[config.mk]
export PLATFORM = sky130hd
export DESIGN_NAME = phy_scan_seq
export DESIGN_NICKNAME = d
export VERILOG_FILES = /design/src/rtl/phy_scan_pkg.sv /design/src/rtl/phy_presence_eval.sv /design/src/rtl/phy_adv_select.sv /design/src/rtl/phy_ctl_rewrite.sv /design/src/rtl/phy_gap_timer.sv /design/src/rtl/phy_scan_seq.sv
export SDC_FILE = /design/constraint.sdc
export NUM_CORES = 1
export LEC_CHECK = 0
export BUFFER_PORTS_ARGS = -buffer_cell sky130_fd_sc_hd__buf_4
export CORE_MARGIN = 2
export CORE_UTILIZATION = 38
export CTS_BUF_LIST = sky130_fd_sc_hd__clkbuf_2 sky130_fd_sc_hd__clkbuf_4 sky130_fd_sc_hd__clkbuf_8
export CTS_CLUSTER_SIZE = 20
export DETAILED_ROUTE_END_ITERATION = 10
export GPL_ROUTABILITY_DRIVEN = 0
export GPL_TIMING_DRIVEN = 0
export PLACE_DENSITY = 0.6
export SYNTH_ARGS = -nofsm -noshare
export SYNTH_HDL_FRONTEND = slang
export SYNTH_SLANG_ARGS = --single-unit
[constraint.sdc]
create_clock -name clk -period 2.8 [get_ports clk]
set_clock_uncertainty 0.1 [all_clocks]
set_input_delay 0 -clock clk [delete_from_list [all_inputs] [get_ports clk]]
set_output_delay 0 -clock clk [all_outputs]
set_load 0.01 [all_outputs]
[src/rtl/phy_scan_pkg.sv]
// Shared register numbers, bit masks and sequencer states for the PHY
// discovery sequencer. Assumes standard clause-22 register layout.
package phy_scan_pkg;

    localparam logic [4:0]  REG_CTRL       = 5'd0;
    localparam logic [4:0]  REG_STATUS     = 5'd1;
    localparam logic [4:0]  REG_ADVERT     = 5'd4;

    localparam logic [15:0] CTL_AN_EN      = 16'h1000;
    localparam logic [15:0] CTL_AN_RESTART = 16'h0200;
    localparam logic [15:0] CTL_FULL       = 16'h0100;
    localparam logic [15:0] CTL_SPEED100   = 16'h2000;
    localparam logic [15:0] CTL_SCRUB      = 16'hED80;

    localparam logic [15:0] ST_PROBE_MASK  = 16'h8301;
    localparam logic [15:0] ST_PROBE_MATCH = 16'h8001;
    localparam logic [15:0] ST_T4          = 16'h8000;
    localparam logic [15:0] ST_ABILITY     = 16'h7800;

    localparam logic [15:0] ADV_ABILITY    = 16'h01E0;
    localparam logic [15:0] ADV_FROM_ST    = 16'h03E0;
    localparam logic [15:0] ADV_SELECTOR   = 16'h0001;

    typedef enum logic [4:0] {
        S_IDLE, S_RD_STAT, S_WT_STAT, S_RD_CTL, S_WT_CTL, S_RD_ADV, S_WT_ADV,
        S_DECIDE, S_WR_ADV, S_WT_WADV, S_WR_CTL1, S_WT_CTL1, S_GAP,
        S_WR_CTL2, S_WT_CTL2, S_NEXT, S_FINISH
    } scan_state_t;

endpackage

[src/rtl/phy_presence_eval.sv]
// Presence test on a status word. Purely combinational; assumes the word
// is the value just read from register 1 of the probed address.
module phy_presence_eval
    import phy_scan_pkg::*;
(
    input  logic [15:0] status_word,
    output logic        present
);

    // Either the basic pattern matches or some 10/100 ability bit is set without T4.
    always_comb begin
        present = ((status_word & ST_PROBE_MASK) == ST_PROBE_MATCH) ||
                  (((status_word & ST_T4) == 16'h0) && ((status_word & ST_ABILITY) != 16'h0));
    end

endmodule

[src/rtl/phy_adv_select.sv]
// Picks the advertisement to program. Combinational; assumes status and
// advertisement words were captured from the same transceiver.
module phy_adv_select
    import phy_scan_pkg::*;
(
    input  logic [15:0] status_word,
    input  logic [15:0] phy_adv,
    input  logic [15:0] cfg_adv,
    output logic [15:0] chosen_adv,
    output logic        adv_write
);

    logic [15:0] built_adv;
    logic [15:0] cur_adv;

    // Derive a fallback from status, choose the source, flag a needed write.
    always_comb begin
        built_adv  = ((status_word >> 6) & ADV_FROM_ST) | ADV_SELECTOR;
        cur_adv    = ((phy_adv & ADV_ABILITY) == 16'h0) ? built_adv : phy_adv;
        chosen_adv = (cfg_adv != 16'h0) ? cfg_adv : cur_adv;
        adv_write  = (chosen_adv != cur_adv);
    end

endmodule

[src/rtl/phy_ctl_rewrite.sv]
// Computes the new control word from the one read back. Combinational;
// assumes the mode and force inputs are stable for the whole walk.
module phy_ctl_rewrite
    import phy_scan_pkg::*;
(
    input  logic [15:0] ctl_old,
    input  logic        auto_mode,
    input  logic        force_full,
    input  logic        force_100,
    output logic [15:0] ctl_new,
    output logic        an_switch,
    output logic        ctl_write
);

    logic [15:0] stage;

    // Apply the autoneg rule, scrub unwanted bits, then add the forced settings.
    always_comb begin
        if (auto_mode) begin
            stage     = ctl_old | CTL_AN_EN;
            an_switch = (stage != ctl_old);
            if (an_switch) begin
                stage = stage | CTL_AN_RESTART;
            end
        end else begin
            stage     = ctl_old & ~CTL_AN_EN;
            an_switch = (stage != ctl_old);
        end
        ctl_new = (stage & ~CTL_SCRUB)
                | (force_full ? CTL_FULL : 16'h0)
                | (force_100  ? CTL_SPEED100 : 16'h0);
        ctl_write = (ctl_new != ctl_old);
    end

endmodule

[src/rtl/phy_gap_timer.sv]
// Down-counter that spaces the duplicate control writes. Assumes
// GAP_CYCLES >= 1; expired is high whenever the count is zero.
module phy_gap_timer #(
    parameter int GAP_CYCLES = 2000
) (
    input  logic clk,
    input  logic rst_n,
    input  logic load,
    output logic expired
);

    localparam int CW = $clog2(GAP_CYCLES + 1);

    logic [CW-1:0] cnt_q;

    // Reload on request, otherwise count down to zero and hold.
    always_ff @(posedge clk) begin
        if (!rst_n) begin
            cnt_q <= '0;
        end else if (load) begin
            cnt_q <= CW'(GAP_CYCLES);
        end else if (cnt_q != '0) begin
            cnt_q <= cnt_q - CW'(1);
        end
    end

    // Flag the end of the wait.
    always_comb begin
        expired = (cnt_q == '0);
    end

endmodule

[src/rtl/phy_scan_seq.sv]
// PHY discovery and setup sequencer. On start, walks addresses 1..31 then 0,
// tests presence, fixes the advertisement and rewrites the control word of
// each found transceiver through a request/response management master.
// Assumes the master answers every request (read or write) with rsp_valid.
module phy_scan_seq
    import phy_scan_pkg::*;
#(
    parameter int MAX_PHYS = 4,
    parameter int CLK_MHZ  = 200,
    parameter int GAP_US   = 10
) (
    input  logic                              clk,
    input  logic                              rst_n,
    input  logic                              start,
    input  logic                              auto_mode,
    input  logic                              force_full,
    input  logic                              force_100,
    input  logic [15:0]                       cfg_adv,
    input  logic                              expect_phy,
    output logic                              req_valid,
    input  logic                              req_ready,
    output logic                              req_write,
    output logic [4:0]                        req_phy,
    output logic [4:0]                        req_reg,
    output logic [15:0]                       req_wdata,
    input  logic                              rsp_valid,
    input  logic [15:0]                       rsp_rdata,
    output logic                              busy,
    output logic                              done,
    output logic [$clog2(MAX_PHYS+1)-1:0]     phy_count,
    output logic [5*MAX_PHYS-1:0]             phy_list,
    output logic                              none_found
);

    localparam int GAP_CYCLES = CLK_MHZ * GAP_US;
    localparam int CNT_W      = $clog2(MAX_PHYS + 1);

    scan_state_t      state_q;
    logic [4:0]       scan_idx_q;
    logic [4:0]       cur_addr;
    logic [CNT_W-1:0] count_q;
    logic [15:0]      status_q;
    logic [15:0]      ctl_q;
    logic [15:0]      adv_q;
    logic             auto_q;
    logic             full_q;
    logic             f100_q;
    logic [15:0]      cfg_adv_q;
    logic             expect_q;
    logic             done_q;
    logic             none_q;

    logic             rsp_present;
    logic [15:0]      chosen_adv;
    logic             adv_write;
    logic [15:0]      ctl_new;
    logic             an_switch;
    logic             ctl_write;
    logic             gap_load;
    logic             gap_expired;
    logic             accepted;
    logic             list_full;
    logic             walk_start;
    logic             empty_fallback;

    // Current address: index 0..30 maps to 1..31, index 31 wraps to 0.
    always_comb begin
        cur_addr       = scan_idx_q + 5'd1;
        accepted       = req_valid && req_ready;
        list_full      = (count_q == CNT_W'(MAX_PHYS));
        walk_start     = (state_q == S_IDLE) && start;
        empty_fallback = (state_q == S_FINISH) && (count_q == '0) && expect_q;
        gap_load       = (state_q == S_WT_CTL1) && rsp_valid && an_switch;
    end

    phy_presence_eval u_presence (
        .status_word (rsp_rdata),
        .present     (rsp_present)
    );

    phy_adv_select u_adv (
        .status_word (status_q),
        .phy_adv     (adv_q),
        .cfg_adv     (cfg_adv_q),
        .chosen_adv  (chosen_adv),
        .adv_write   (adv_write)
    );

    phy_ctl_rewrite u_ctl (
        .ctl_old    (ctl_q),
        .auto_mode  (auto_q),
        .force_full (full_q),
        .force_100  (f100_q),
        .ctl_new    (ctl_new),
        .an_switch  (an_switch),
        .ctl_write  (ctl_write)
    );

    phy_gap_timer #(.GAP_CYCLES(GAP_CYCLES)) u_gap (
        .clk     (clk),
        .rst_n   (rst_n),
        .load    (gap_load),
        .expired (gap_expired)
    );

    // Sequencer state, walk index and captured configuration.
    always_ff @(posedge clk) begin
        if (!rst_n) begin
            state_q    <= S_IDLE;
            scan_idx_q <= '0;
            auto_q     <= 1'b0;
            full_q     <= 1'b0;
            f100_q     <= 1'b0;
            cfg_adv_q  <= '0;
            expect_q   <= 1'b0;
        end else begin
            case (state_q)
                S_IDLE: begin
                    if (start) begin
                        scan_idx_q <= '0;
                        auto_q     <= auto_mode;
                        full_q     <= force_full;
                        f100_q     <= force_100;
                        cfg_adv_q  <= cfg_adv;
                        expect_q   <= expect_phy;
                        state_q    <= S_RD_STAT;
                    end
                end
                S_RD_STAT: if (accepted) state_q <= S_WT_STAT;
                S_WT_STAT: begin
                    if (rsp_valid) begin
                        state_q <= rsp_present ? S_RD_CTL : S_NEXT;
                    end
                end
                S_RD_CTL:  if (accepted) state_q <= S_WT_CTL;
                S_WT_CTL:  if (rsp_valid) state_q <= S_RD_ADV;
                S_RD_ADV:  if (accepted) state_q <= S_WT_ADV;
                S_WT_ADV:  if (rsp_valid) state_q <= S_DECIDE;
                S_DECIDE: begin
                    if (adv_write) begin
                        state_q <= S_WR_ADV;
                    end else if (ctl_write) begin
                        state_q <= S_WR_CTL1;
                    end else begin
                        state_q <= S_NEXT;
                    end
                end
                S_WR_ADV:  if (accepted) state_q <= S_WT_WADV;
                S_WT_WADV: begin
                    if (rsp_valid) begin
                        state_q <= ctl_write ? S_WR_CTL1 : S_NEXT;
                    end
                end
                S_WR_CTL1: if (accepted) state_q <= S_WT_CTL1;
                S_WT_CTL1: begin
                    if (rsp_valid) begin
                        state_q <= an_switch ? S_GAP : S_NEXT;
                    end
                end
                S_GAP:     if (gap_expired) state_q <= S_WR_CTL2;
                S_WR_CTL2: if (accepted) state_q <= S_WT_CTL2;
                S_WT_CTL2: if (rsp_valid) state_q <= S_NEXT;
                S_NEXT: begin
                    if ((scan_idx_q == 5'd31) || list_full) begin
                        state_q <= S_FINISH;
                    end else begin
                        scan_idx_q <= scan_idx_q + 5'd1;
                        state_q    <= S_RD_STAT;
                    end
                end
                S_FINISH:  state_q <= S_IDLE;
                default:   state_q <= S_IDLE;
            endcase
        end
    end

    // Capture read data into the register it belongs to.
    always_ff @(posedge clk) begin
        if (!rst_n) begin
            status_q <= '0;
            ctl_q    <= '0;
            adv_q    <= '0;
        end else if (rsp_valid) begin
            if (state_q == S_WT_STAT) status_q <= rsp_rdata;
            if (state_q == S_WT_CTL)  ctl_q    <= rsp_rdata;
            if (state_q == S_WT_ADV)  adv_q    <= rsp_rdata;
        end
    end

    // Found-address count: cleared at start, bumped when an address is recorded.
    always_ff @(posedge clk) begin
        if (!rst_n) begin
            count_q <= '0;
        end else if (walk_start) begin
            count_q <= '0;
        end else if (state_q == S_DECIDE) begin
            count_q <= count_q + CNT_W'(1);
        end
    end

    // End-of-walk pulse and missing-transceiver flag.
    always_ff @(posedge clk) begin
        if (!rst_n) begin
            done_q <= 1'b0;
            none_q <= 1'b0;
        end else begin
            done_q <= (state_q == S_FINISH);
            if (walk_start) begin
                none_q <= 1'b0;
            end else if (empty_fallback) begin
                none_q <= 1'b1;
            end
        end
    end

    // One register per list slot, written when the count points at it.
    for (genvar g = 0; g < MAX_PHYS; g++) begin : g_slot
        logic [4:0] slot_q;

        // Record the address, clear at start, default slot 0 to address 1 if empty.
        always_ff @(posedge clk) begin
            if (!rst_n) begin
                slot_q <= '0;
            end else if (walk_start) begin
                slot_q <= '0;
            end else if ((state_q == S_DECIDE) && (count_q == CNT_W'(g))) begin
                slot_q <= cur_addr;
            end else if ((g == 0) && empty_fallback) begin
                slot_q <= 5'd1;
            end
        end

        assign phy_list[g*5 +: 5] = slot_q;
    end

    // Drive the management request from the current state.
    always_comb begin
        req_valid = 1'b0;
        req_write = 1'b0;
        req_reg   = REG_CTRL;
        req_wdata = 16'h0;
        case (state_q)
            S_RD_STAT: begin
                req_valid = 1'b1;
                req_reg   = REG_STATUS;
            end
            S_RD_CTL: begin
                req_valid = 1'b1;
                req_reg   = REG_CTRL;
            end
            S_RD_ADV: begin
                req_valid = 1'b1;
                req_reg   = REG_ADVERT;
            end
            S_WR_ADV: begin
                req_valid = 1'b1;
                req_write = 1'b1;
                req_reg   = REG_ADVERT;
                req_wdata = chosen_adv;
            end
            S_WR_CTL1, S_WR_CTL2: begin
                req_valid = 1'b1;
                req_write = 1'b1;
                req_reg   = REG_CTRL;
                req_wdata = ctl_new;
            end
            default: begin
                req_valid = 1'b0;
            end
        endcase
        req_phy    = cur_addr;
        busy       = (state_q != S_IDLE);
        done       = done_q;
        none_found = none_q;
        phy_count  = count_q;
    end

endmodule

# Word level (Yosys, flattened, before mapping)
# Cells that the tools add are included.
dict set report totals {
  ff_bits 114
  in_bits 41
  out_inout_bits 54
  wordCells 140
}
dict set report op_classes {
  addsub 3
  eq_ne 39
  mux 38
  n_bitwise 4
  reduce_logical 37
}
# op count
set ops {}
lappend ops {{5-bit two-way mux} 19}
lappend ops {{5-bit one-hot mux with 16 select lines} 1}
lappend ops {{5-bit by 4-bit == test with 1-bit output, second input constant} 8}
lappend ops {{16-bit zero test} 2}
lappend ops {{16-bit two-way mux} 2}
lappend ops {{16-bit != test} 2}
lappend ops {{16-bit one-hot mux with 2 select lines} 1}
lappend ops {{16-bit nonzero test} 2}
lappend ops {{2-bit != test, second input constant} 15}
lappend ops {{11-bit two-way mux} 2}
lappend ops {{5-bit by 3-bit == test with 1-bit output, second input constant} 4}
lappend ops {{13-bit by 16-bit bitwise OR with 16-bit output} 1}
lappend ops {{16-bit bitwise OR} 1}
lappend ops {{14-bit two-way mux} 1}
lappend ops {{14-bit AND reduction} 1}
lappend ops {{13-bit two-way mux} 1}
lappend ops {{1-bit logical AND} 11}
lappend ops {{11-bit zero test} 1}
lappend ops {{11-bit nonzero test} 1}
lappend ops {{11-bit by 1-bit subtractor with 11-bit output, second input constant} 1}
lappend ops {{5-bit by 2-bit == test with 1-bit output, second input constant} 2}
lappend ops {{5-bit == test, second input constant} 2}
lappend ops {{10-bit two-way mux} 1}
lappend ops {{5-bit one-hot mux with 2 select lines} 1}
lappend ops {{other kinds (24)} 38}

# Longest topological paths before layout
# Gate-level depths: netlist (run 1).
dict set report logic_depth {
  word_depth 8
  mapped_depth 9
  ltp_nobuf 9
}

# Hierarchy
# A second synthesis (run 1) with hierarchy kept.
dict set report unflattened {
  hier_cells 723
  area_unflattened_um2 5649.2
}
# mod instances cells_each area_each_um2 seq_area_each_um2
set by_module_without_submodules {}
lappend by_module_without_submodules {phy_scan_seq 1 545 4352.9 2062.0}
lappend by_module_without_submodules {phy_gap_timer 1 69 613.1 220.2}
lappend by_module_without_submodules {phy_adv_select 1 81 488.0 0.0}
lappend by_module_without_submodules {phy_ctl_rewrite 1 25 172.7 0.0}
lappend by_module_without_submodules {phy_presence_eval 1 3 22.5 0.0}

# Least setup slack after synthesis (run 1)
# Ideal clock, no wire load.
dict set report synth_timing {
  path_type {flip-flop to flip-flop}
  startpoint {reg scan_idx_q[0]}
  endpoint {reg scan_idx_q[2]}
  setup_ns 0.132
  arrival_time_ns 1.717
  required_time_ns 2.568
  path_slack_ns 0.850
  stages_incl_launch_ff 9
  path_buffers 0
  synth_period_minus_slack_ns 1.950
  cell_sequence {dfxtp_1 > ha_1 > and3_1 > ha_1 > a21oi_1 > nor3b_2 > nor2_1 > o21ai_0 > a21oi_1}
}
dict set report synth_via {
  elab_chain_len 4
  word_cells_on_any_way 7
  cone_classes {1 x add/sub; 2 x eq/ne; 2 x mux; 2 x reduce/logical}
}
# item line
set synth_lines {}
lappend synth_lines {{start: declaration} phy_scan_seq.sv:39} ;# logic [4:0] scan_idx_q;
lappend synth_lines {{start signal: assignment} phy_scan_seq.sv:167} ;# scan_idx_q <= scan_idx_q + 5'd1;
lappend synth_lines {{branches (longest 4 deep; another with 5-bit by 1-bit adder with 5-bit output)} n/a}
# Parallel ways; which one is timed is not known. The select of a mux whose other input is x is not followed.
# A chain may end at the register's enable or synchronous reset.

# Final worst setup path (run 1)
dict set report layout_timing {
  startpoint {reg cfg_adv_q[9]}
  endpoint {out req_wdata[13]}
}
dict set report layout_via {
  elab_chain_len 3
}
# item line
set layout_lines {}
lappend layout_lines {{start: declaration} phy_scan_seq.sv:48} ;# logic [15:0] cfg_adv_q;
lappend layout_lines {{start signal: assignment} phy_scan_seq.sv:124} ;# cfg_adv_q <= cfg_adv;
lappend layout_lines {{16-bit nonzero test} phy_adv_select.sv:20} ;# chosen_adv = (cfg_adv != 16'h0) ? cfg_adv : cur_adv;
lappend layout_lines {{16-bit two-way mux} phy_adv_select.sv:20}
lappend layout_lines {{16-bit one-hot mux with 2 select lines} phy_scan_seq.sv:242} ;# case (state_q)
lappend layout_lines {{end: declaration} phy_scan_seq.sv:25} ;# output logic [15:0] req_wdata,
# Every way passes these cells.

==> results of run 1 <==
[per-stage QoR]
stage	utilization (%)	total power [mW]	cells	cell area, µm²	hold WS (ps)
floorplan	-	2.99	647	5140	36.0
global placement	45.8	3.45	914	6040	147
detailed placement	45.8	3.48	914	6040	149
CTS	50.1	4.42	968	6600	92.2
global route	50.1	4.72	968	6610	127
finish	50.1	4.40	968	6610	113
[sequential cells by signal (all words and copies together), names as in the netlist]
signal and count:
scan_idx_q 5, done 1, none_found 1, adv_q 16, full_q 1, ctl_q 16
g_slot.slot_q 20, cfg_adv_q 16, state_q 5, auto_q 1, expect_q 1, u_gap.cnt_q 11
phy_count 3, status_q 5, f100_q 1
[timing repair]
item	in CTS	in global routing
endpoints found under the setup margin	0	12
hold endpoints to repair	76	0
hold buffers	38	0
gates resized for setup	0	3
buffers inserted	0	0
[how the worst max path moves through the flow]
stage               slack, ps                          to                       start  cells after the start
floorplan                 850  scan_idx_q[2]$_SDFFE_PN0P_  scan_idx_q[0]$_SDFFE_PN0P_                      8
global placement          490                req_wdata[8]     state_q[1]$_SDFFE_PN0P_                      7
detailed placement        480                req_wdata[8]     state_q[1]$_SDFFE_PN0P_                      7
CTS                        30                req_wdata[8]     state_q[1]$_SDFFE_PN0P_                      7
global route               10                req_wdata[8]     state_q[1]$_SDFFE_PN0P_                      7
finish                    140               req_wdata[13]   cfg_adv_q[9]$_SDFFE_PN0P_                      8
[critical path: cells and delay by family (launching register included)]
kind	cells	cell delay [ps]
AO/OA/AOI/OAI	2	440
buffers and inverters	3	620
flip-flops	1	370
AND/OR/NAND/NOR	3	750
[layout make-up]
| cell class | instances | area, µm² |
|---|---|---|
| Inverter | 22 | 82.6 |
| Timing Repair Buffer | 129 | 1060 |
| Fill cell | 1298 | 6580 |
| Multi-Input combinational cell | 480 | 2800 |
| Tap cell | 176 | 220 |
| Sequential cell | 103 | 2060 |
| Clock inverter | 7 | 55.1 |
| Buffer | 42 | 205 |
| Clock buffer | 9 | 124 |
[power by group]
part	switching, mW	leakage [nW]	internal [mW]	total, mW
Clock	0.552	0.0919	0.334	0.886
Combinational	0.992	1.75	0.704	1.70
Sequential	0.178	0.835	1.64	1.82
Total	1.72	2.68	2.68	4.40
[placed cells by master, fill, tap and decap left out, drive strengths merged, types with 6 or more instances in the layout]
cell / instances
clkbuf: 32
nor2b: 13
and3: 8
o211ai: 6
nor4: 14
o21ai: 20
buf: 110
inv: 25
nand2: 111
xor2: 6
xnor2: 8
ha: 8
nor2: 66
dlygate4sd3: 38
a211oi: 10
mux2i: 29
dfxtp: 103
and2: 7
nor3: 10
a21oi: 79
nand3: 15
[per-layer routing]
metal	GRT usage (%)	vias up	routed length, µm
met3	4.15	33	947
met1	26.4	2322	6530
met4	10.2	0	505
li1	-	2533	-
met5	0	-	0
met2	33.8	160	6810
[cells by family (layout without fill, tap and decap cells)]
logic type,count (synthesis),in the layout
AOI/OAI and AO/OA,151,151
DFF,103,103
and+or+nand+nor,274,274
other,1,3
xor gates and xnor gates,14,14
adders and majority gates,8,8
muxes,30,30
buffers and inverters,64,209
[cells in the mapped netlist, types with 8 or more instances]
cell type  count
dfxtp_1      103
inv_1         21
nor4_1        12
clkbuf_1      23
and3_1         8
a21oi_1       79
nor3_1         9
ha_1           8
nor2_1        65
nor2b_1       13
buf_2         10
mux2i_1       29
a211oi_1       9
nand2_1      111
nand3_1       15
xnor2_1        8
o21ai_0       19
==> flow_metrics.py, run 1 <==
metrics = {
    "power": {
        "leakage_nw": 2.68,
        "pwr_density_cell_nw_per_um2": 666,
        "peakVddDrop_mv": 0.227,
    },
    "global_route": {
        "grt_pass1_vias": 4709,
        "antenna_found_initial": 0,
        "grt_max_degree": 19,
        "gr-usage-all-layers_pct": 20.8,
        "grt_pass1_wl_mm": 23.7,
        "grt_overflow": 0,
    },
    "drt": {
        "via_count": 5048,
        "drt-pass1-iter-count": 4,
        "ant_nets": 0,
        "wire_per_inst_um": 15.3,
        "viasPerCell": 5.21,
        "remaining_drc_errors": 0,
        "drt_iter0_drc": 319,
        "wl_mm": 14.8,
    },
    "floorplanning": {
        "die_x_um": 120,
        "core_um2": 13200,
        "dieArea_um2": 14500,
        "rows": 42,
        "io_pins": 95,
        "start_util_pct": 38.9,
        "die_y_um": 120,
    },
    "timing": {
        "maxSlewHeadroom_pct": 60.4,
        "rsz0062_at_grt": "false",
        "period_share_pct": 95.1,
        "layout_setup_ws_ps": 137,
        "tns_ps": 0,
        "clock.fmax_mhz": 376,
        "hold_violations": 0,
        "finalSetupViolCount": 0,
        "period_minus_slack_ps": 2660,
        "drv_slew": 0,
        "worst_slew_pin_slew_ps": 579,
    },
    "setup_path": {
        "timing.rr.end": "state_q[0]$_SDFFE_PN0P_",
        "endpoint_kind": "primary output",
        "worstSetupPathType": "flop to primary output",
        "reg2reg_depth": 7,
        "r2r-start": "adv_q[6]$_SDFFE_PN0P_",
        "r2r_setup_slack_ps": 420,
        "slowest_delay_ps": 370,
        "slowest_stage": "dfxtp_1",
        "worstPathCellList": "nor4_1 -> and4_1 -> clkbuf_1 -> inv_1 -> nor2_4 -> a21oi_1 -> o21ai_0 -> buf_4",
        "cp.arrival_ps": 2560,
        "crit_required_ps": 2700,
        "cp_max_fo": 10,
        "start_kind": "flop",
    },
    "cts": {
        "htree_levels": 3,
        "cts_tree": "done",
        "root_buffer": "clkbuf_8",
        "clock_path_buffers": 2,
        "clk_latency_ps": 390,
        "clkTransAtPathRegs_ps": 100,
        "cts_sinks": 103,
        "numCtsBuffers": 9,
    },
    "placement": {
        "io_buffer_count": 91,
        "place_ws_ps": 480,
        "dp_hpwl_mm": 11.1,
    },
    "synthesis": {
        "synthMuxAreaShare_pct": 5.88,
        "ys_ff_latch": 103,
        "syn_area_um2": 5130,
        "yosysSeqAreaShare_pct": 40.2,
        "synth_area_per_cell_um2": 7.96,
        "yosysTopAreaCellShare_pct": 40.2,
        "synth_edf_count": 0,
        "yosys_most_used_dff": "dfxtp_1",
        "synth_compound_area_share_pct": 18.1,
        "ys_warn_count": 0,
        "synthAdderAreaFrac_pct": 1.95,
        "syn_inst": 645,
        "synth_top_family_by_area": "simple AND/OR/NAND/NOR gates",
        "synth.distinct_cells": 60,
        "synth_top_area_cell": "dfxtp_1",
        "synthSimpleGateAreaFrac_pct": 25.9,
        "synth_async_sr_flop_share_pct": 0,
        "synthXorXnorAreaFrac_pct": 2.39,
        "netlist_top_cells_area": "dfxtp_1 40%, nand2_1 8.1%, a21oi_1 7.7%",
    },
    "layout": {
        "nets": 836,
        "layout-drive-gt1-share_pct": 17.8,
        "areaGrowthSynthToFinish_pct": 28.8,
        "n_antenna_cell": 0,
    },
    "hold_path": {
        "hold_depth": 4,
        "hold_class": "primary input to flop",
        "min-delay-start": "start",
        "min_to": "phy_count[2]$_SDFFE_PP0P_",
    },
    "flow_run": {
        "drv_cap": 0,
    },
    "run_status": {
        "status": "finished, final reports clean",
    },
}
No activity file was read; power rests on OpenSTA's default activity.
==> inputs of run 2 (changes only) <==
--- a/config.mk
+++ b/config.mk
@@ -8,12 +8,12 @@
 export BUFFER_PORTS_ARGS = -buffer_cell sky130_fd_sc_hd__buf_4
 export CORE_MARGIN = 2
 export CORE_UTILIZATION = 38
-export CTS_BUF_LIST = sky130_fd_sc_hd__clkbuf_2 sky130_fd_sc_hd__clkbuf_4 sky130_fd_sc_hd__clkbuf_8
 export CTS_CLUSTER_SIZE = 20
 export DETAILED_ROUTE_END_ITERATION = 10
 export GPL_ROUTABILITY_DRIVEN = 0
 export GPL_TIMING_DRIVEN = 0
 export PLACE_DENSITY = 0.6
+export RECOVER_POWER = 50
 export SYNTH_ARGS = -nofsm -noshare
 export SYNTH_HDL_FRONTEND = slang
 export SYNTH_SLANG_ARGS = --single-unit
==> run 2 against run 1 <==
  * Sequential power about the same
  * Via count increased by 0.67%
  * Critical path type unchanged
  * Non-clock buffer count unchanged
  * Cell count unchanged
  * Register-to-register slack about the same
==> flow_metrics.py, run 2 (synthesis gave the netlist of run 1 again) <==
metrics = {
    "cts": {
        "clk_latency_ps": 360,
        "numCtsBuffers": 9,
        "clock_path_buffers": 2,
        "clkTransAtPathRegs_ps": 80,
        "htree_levels": 3,
        "cts_tree": "done",
        "root_buffer": "clkbuf_16",
        "cts_sinks": 103,
    },
    "layout": {
        "areaGrowthSynthToFinish_pct": 28.3,
        "regMostFlops": "g_slot.slot_q",
        "stdcell_count": 968,
        "layout-drive-gt1-share_pct": 13.5,
        "layout_common_cells": "111 x nand2_1, 103 x dfxtp_1, 79 x a21oi_1",
        "n_antenna_cell": 0,
        "nets": 836,
        "layout_commonest_cell": "nand2_1",
        "largest_register_ff_count": 20,
        "layout.cell_area.non_filler_um2": 6580,
        "final.fill_count": 1317,
    },
    "power": {
        "leakage_nw": 2.59,
        "pwr_density_cell_nw_per_um2": 717,
        "peakVddDrop_mv": 0.309,
    },
    "floorplanning": {
        "start_util_pct": 38.9,
        "core_um2": 13200,
        "die_y_um": 120,
        "io_pins": 95,
        "die_x_um": 120,
        "dieArea_um2": 14500,
        "rows": 42,
    },
    "setup_path": {
        "slowest_delay_ps": 360,
        "worstSetupPathType": "flop to primary output",
        "cp.arrival_ps": 2510,
        "crit_required_ps": 2700,
        "endpoint_kind": "primary output",
        "worstPathCellList": "nor4_1 -> and4_1 -> clkbuf_1 -> inv_1 -> nor2_4 -> a21oi_1 -> o21ai_0 -> buf_4",
        "crit_buf_inv": 3,
        "crit_family": "simple AND/OR/NAND/NOR gates",
        "cp_max_fo": 10,
        "slowest_stage": "dfxtp_1",
        "start_kind": "flop",
    },
    "timing": {
        "hold_violations": 0,
        "worst_slew_pin_slew_ps": 783,
        "maxSlewHeadroom_pct": 47.4,
        "period_minus_slack_ps": 2610,
        "finalSetupViolCount": 0,
        "drv_slew": 0,
        "tns_ps": 0,
        "rsz0062_at_grt": "false",
        "fin_hold_ws_ps": 125,
        "layout_setup_ws_ps": 192,
        "period_share_pct": 93.1,
        "clock.fmax_mhz": 383,
    },
    "global_route": {
        "grt_overflow": 0,
        "antenna_found_initial": 0,
        "grt_pass1_vias": 4720,
        "grt_pass1_wl_mm": 23.8,
        "gr-usage-all-layers_pct": 21.1,
        "grt_max_degree": 19,
    },
    "drt": {
        "drt-pass1-iter-count": 5,
        "wl_mm": 15.0,
        "wire_per_inst_um": 15.5,
        "ant_nets": 0,
        "via_count": 5082,
        "remaining_drc_errors": 0,
        "viasPerCell": 5.25,
        "drt_iter0_drc": 327,
    },
    "placement": {
        "io_buffer_count": 91,
        "place_ws_ps": 480,
        "dp_hpwl_mm": 11.1,
        "dp_cells": 914,
        "dpl_cell_area_um2": 6040,
    },
    "run_status": {
        "status": "finished, final reports clean",
    },
    "flow_run": {
        "drv_cap": 0,
    },
    "hold_path": {
        "hold_class": "primary input to flop",
    },
}
-- run 2: changes by cell type in the layout (fill, tap and decap cells not counted), sizes merged --
cell	previous run	this run
buf	110	76
clkbuf	32	66
-- run 2: worst min-delay path, cell delays in order --
cell      delay, ps
buf_4            90
nand3_1         130
nand2_1         250
a211oi_1         70
-- run 2: cell type report --
type	count	area (µm²)	share of cell area [%]
inverter	22	82.6	1.25
sequential	103	2060	31.3
timing repair buffer	129	943	14.3
clock buffer	9	225	3.42
multi-input combinational	480	2790	42.4
buffer	42	204	3.10
tap	176	220	3.34
clock inverter	7	55.1	0.836
-- run 2: path summary, 6_finish.rpt --
| check | startpoint | endpoint | slack (ps) | cells past startpoint |
|---|---|---|---|---|
| max reg2reg | state_q[4]$_SDFFE_PN0P_ | ctl_q[12]$_SDFFE_PN0P_ | 430 | 8 |
| min | start | phy_count[2]$_SDFFE_PP0P_ | 120 | 4 |
| max | cfg_adv_q[9]$_SDFFE_PN0P_ | req_wdata[13] | 190 | 8 |
| min reg2reg | none_found$_SDFFE_PP0P_ | none_found$_SDFFE_PP0P_ | 360 | 2 |
-- run 2: metal layers --
layer / vias to the layer above / GRT usage (%) / part of all wire [%]
met2: 175 / 34.2 / 46
met1: 2353 / 26.5 / 44
met4: 0 / 8.94 / 3.0
li1: 2523 / - / -
met5: - / 0 / 0
met3: 31 / 5.57 / 7.3
-- run 2: power breakdown --
group	internal, mW	switching, mW	total (mW)
Sequential	1.64	0.180	1.82
Combinational	0.693	0.995	1.69
Clock	0.614	0.599	1.21
Total	2.95	1.77	4.72
-- run 2: what timing repair did --
item	4_1_cts	5_1_grt
gates resized for setup	0	3
hold endpoints to repair	73	0
hold buffers	38	0
buffers inserted	0	0
setup endpoints to repair	0	7
-- run 2: per-stage QoR --
step | total power [mW] | utilization [%]
after floorplan | 2.99 | -
after global placement | 3.45 | 45.8
after detailed placement | 3.48 | 45.8
after CTS | 4.75 | 50.8
after global routing | 5.03 | 49.9
final | 4.72 | 49.9
==> inputs of run 3 (changes only) <==
--- a/config.mk
+++ b/config.mk
@@ -13,7 +13,7 @@
 export GPL_ROUTABILITY_DRIVEN = 0
 export GPL_TIMING_DRIVEN = 0
 export PLACE_DENSITY = 0.6
-export RECOVER_POWER = 50
+export RECOVER_POWER = 25
 export SYNTH_ARGS = -nofsm -noshare
 export SYNTH_HDL_FRONTEND = slang
 export SYNTH_SLANG_ARGS = --single-unit
==> run 3 against run 2 <==
  * Cell count unchanged
  * Total power about the same
  * Largest power group unchanged
  * Final area grew 0.21%
  * Register-to-register slack hardly changed
  * Combinational power about the same
  * Sequential cell count did not move
==> flow_metrics.py, run 3 (synthesis gave the netlist of run 1 again) <==
metrics = {
    "cts": {
        "clkTransAtPathRegs_ps": 80,
        "clk_latency_ps": 360,
        "numCtsBuffers": 9,
        "cts_tree": "done",
        "post-cts-setup-buffers": 0,
        "htree_levels": 3,
        "root_buffer": "clkbuf_16",
        "clock_path_buffers": 2,
        "cts_sinks": 103,
    },
    "global_route": {
        "grt_pass1_vias": 4720,
        "antenna_found_initial": 0,
        "grt_pass1_wl_mm": 23.8,
        "grt_overflow": 0,
        "grt_max_degree": 19,
        "gr-usage-all-layers_pct": 21.1,
    },
    "placement": {
        "dp_hpwl_mm": 11.1,
        "place_ws_ps": 480,
        "io_buffer_count": 91,
    },
    "floorplanning": {
        "die_y_um": 120,
        "core_um2": 13200,
        "die_x_um": 120,
        "start_util_pct": 38.9,
        "io_pins": 95,
        "dieArea_um2": 14500,
        "rows": 42,
    },
    "power": {
        "pwr_density_cell_nw_per_um2": 716,
        "finalPower_mw": 4.72,
        "leakage_nw": 2.60,
        "peakVddDrop_mv": 0.310,
    },
    "timing": {
        "worst_slew_pin_slew_ps": 612,
        "maxSlewHeadroom_pct": 58.9,
        "finalSetupViolCount": 0,
        "layout_setup_ws_ps": 190,
        "drv_slew": 0,
        "clock.fmax_mhz": 383,
        "tns_ps": 0,
        "period_share_pct": 93.2,
        "period_minus_slack_ps": 2610,
        "hold_violations": 0,
        "rsz0062_at_grt": "false",
    },
    "layout": {
        "n_antenna_cell": 0,
        "layout_commonest_cell": "nand2_1",
        "layout-drive-gt1-share_pct": 14.0,
        "largest_register_ff_count": 20,
        "areaGrowthSynthToFinish_pct": 28.5,
        "regMostFlops": "g_slot.slot_q",
        "layout_common_cells": "111 x nand2_1, 103 x dfxtp_1, 79 x a21oi_1",
        "nets": 836,
    },
    "drt": {
        "via_count": 5068,
        "wl_mm": 15.0,
        "dr.max_layer_used": "met4",
        "drt_iter0_drc": 361,
        "met1_length_mm": 6.58,
        "drt-pass1-iter-count": 5,
        "ant_nets": 0,
        "viasPerCell": 5.24,
        "wire_per_inst_um": 15.5,
        "remaining_drc_errors": 0,
        "wl_met2_mm": 6.89,
        "met3WireLength_mm": 1.06,
    },
    "flow_run": {
        "drv_cap": 0,
    },
    "run_status": {
        "status": "finished, final reports clean",
    },
    "setup_path": {
        "cp_max_fo": 10,
        "endpoint_kind": "primary output",
        "crit_required_ps": 2700,
        "cp.arrival_ps": 2510,
        "worstSetupPathType": "flop to primary output",
        "r2r_setup_slack_ps": 420,
        "start_kind": "flop",
    },
    "hold_path": {
        "hold_class": "primary input to flop",
    },
}
==> run 3: per-stage QoR <==
step           hold WS (ps)  cell area [µm²]  cells  utilization [%]
2_1_floorplan          36.0             5140    647                -
3_3_place_gp            147             6040    914             45.8
3_5_place_dp            149             6040    914             45.8
4_1_cts                 138             6700    968             50.8
5_1_grt                 175             6600    968             50.0
6_report                129             6600    968             50.0
==> run 3: what timing repair did <==
| action | in CTS | in global routing |
|---|---|---|
| resized for setup | 0 | 3 |
| hold endpoints to repair | 73 | 0 |
| hold buffers | 38 | 0 |
| endpoints found under the setup margin | 0 | 7 |
==> run 3: final timing paths <==
kind | from | to | cells after the start
setup reg to reg | state_q[4]$_SDFFE_PN0P_ | ctl_q[12]$_SDFFE_PN0P_ | 8
hold reg to reg | none_found$_SDFFE_PP0P_ | none_found$_SDFFE_PP0P_ | 2
hold / removal | start | phy_count[2]$_SDFFE_PP0P_ | 4
setup / recovery | state_q[4]$_SDFFE_PN0P_ | req_wdata[8] | 6
==> run 3: worst max-delay path: stages (launching register included) <==
cell and delay [ps]:
dfxtp_1 300, buf_2 170, nor2_1 430, nand3_1 380
clkbuf_2 310, o21ai_0 360, buf_4 190
==> run 3: cell type report <==
class	instances	area, µm²
buffer	42	205
clock inverter	7	55.1
fill	1312	6590
tap	176	220
inverter	22	82.6
timing repair buffer	129	951
clock buffer	9	225
sequential	103	2060
multi-input combinational	480	2800
==> run 3: where the power goes <==
part	internal [mW]	total, mW	switching [mW]
combinational	0.698	1.69	0.993
sequential	1.64	1.82	0.178
clock	0.614	1.22	0.601
total	2.95	4.72	1.77
==> run 3: layer usage <==
layer	up-vias	GRT usage [%]
li1	2529	-
met1	2344	26.5
met2	166	34.2
met3	29	5.57
met4	0	8.94
met5	-	0
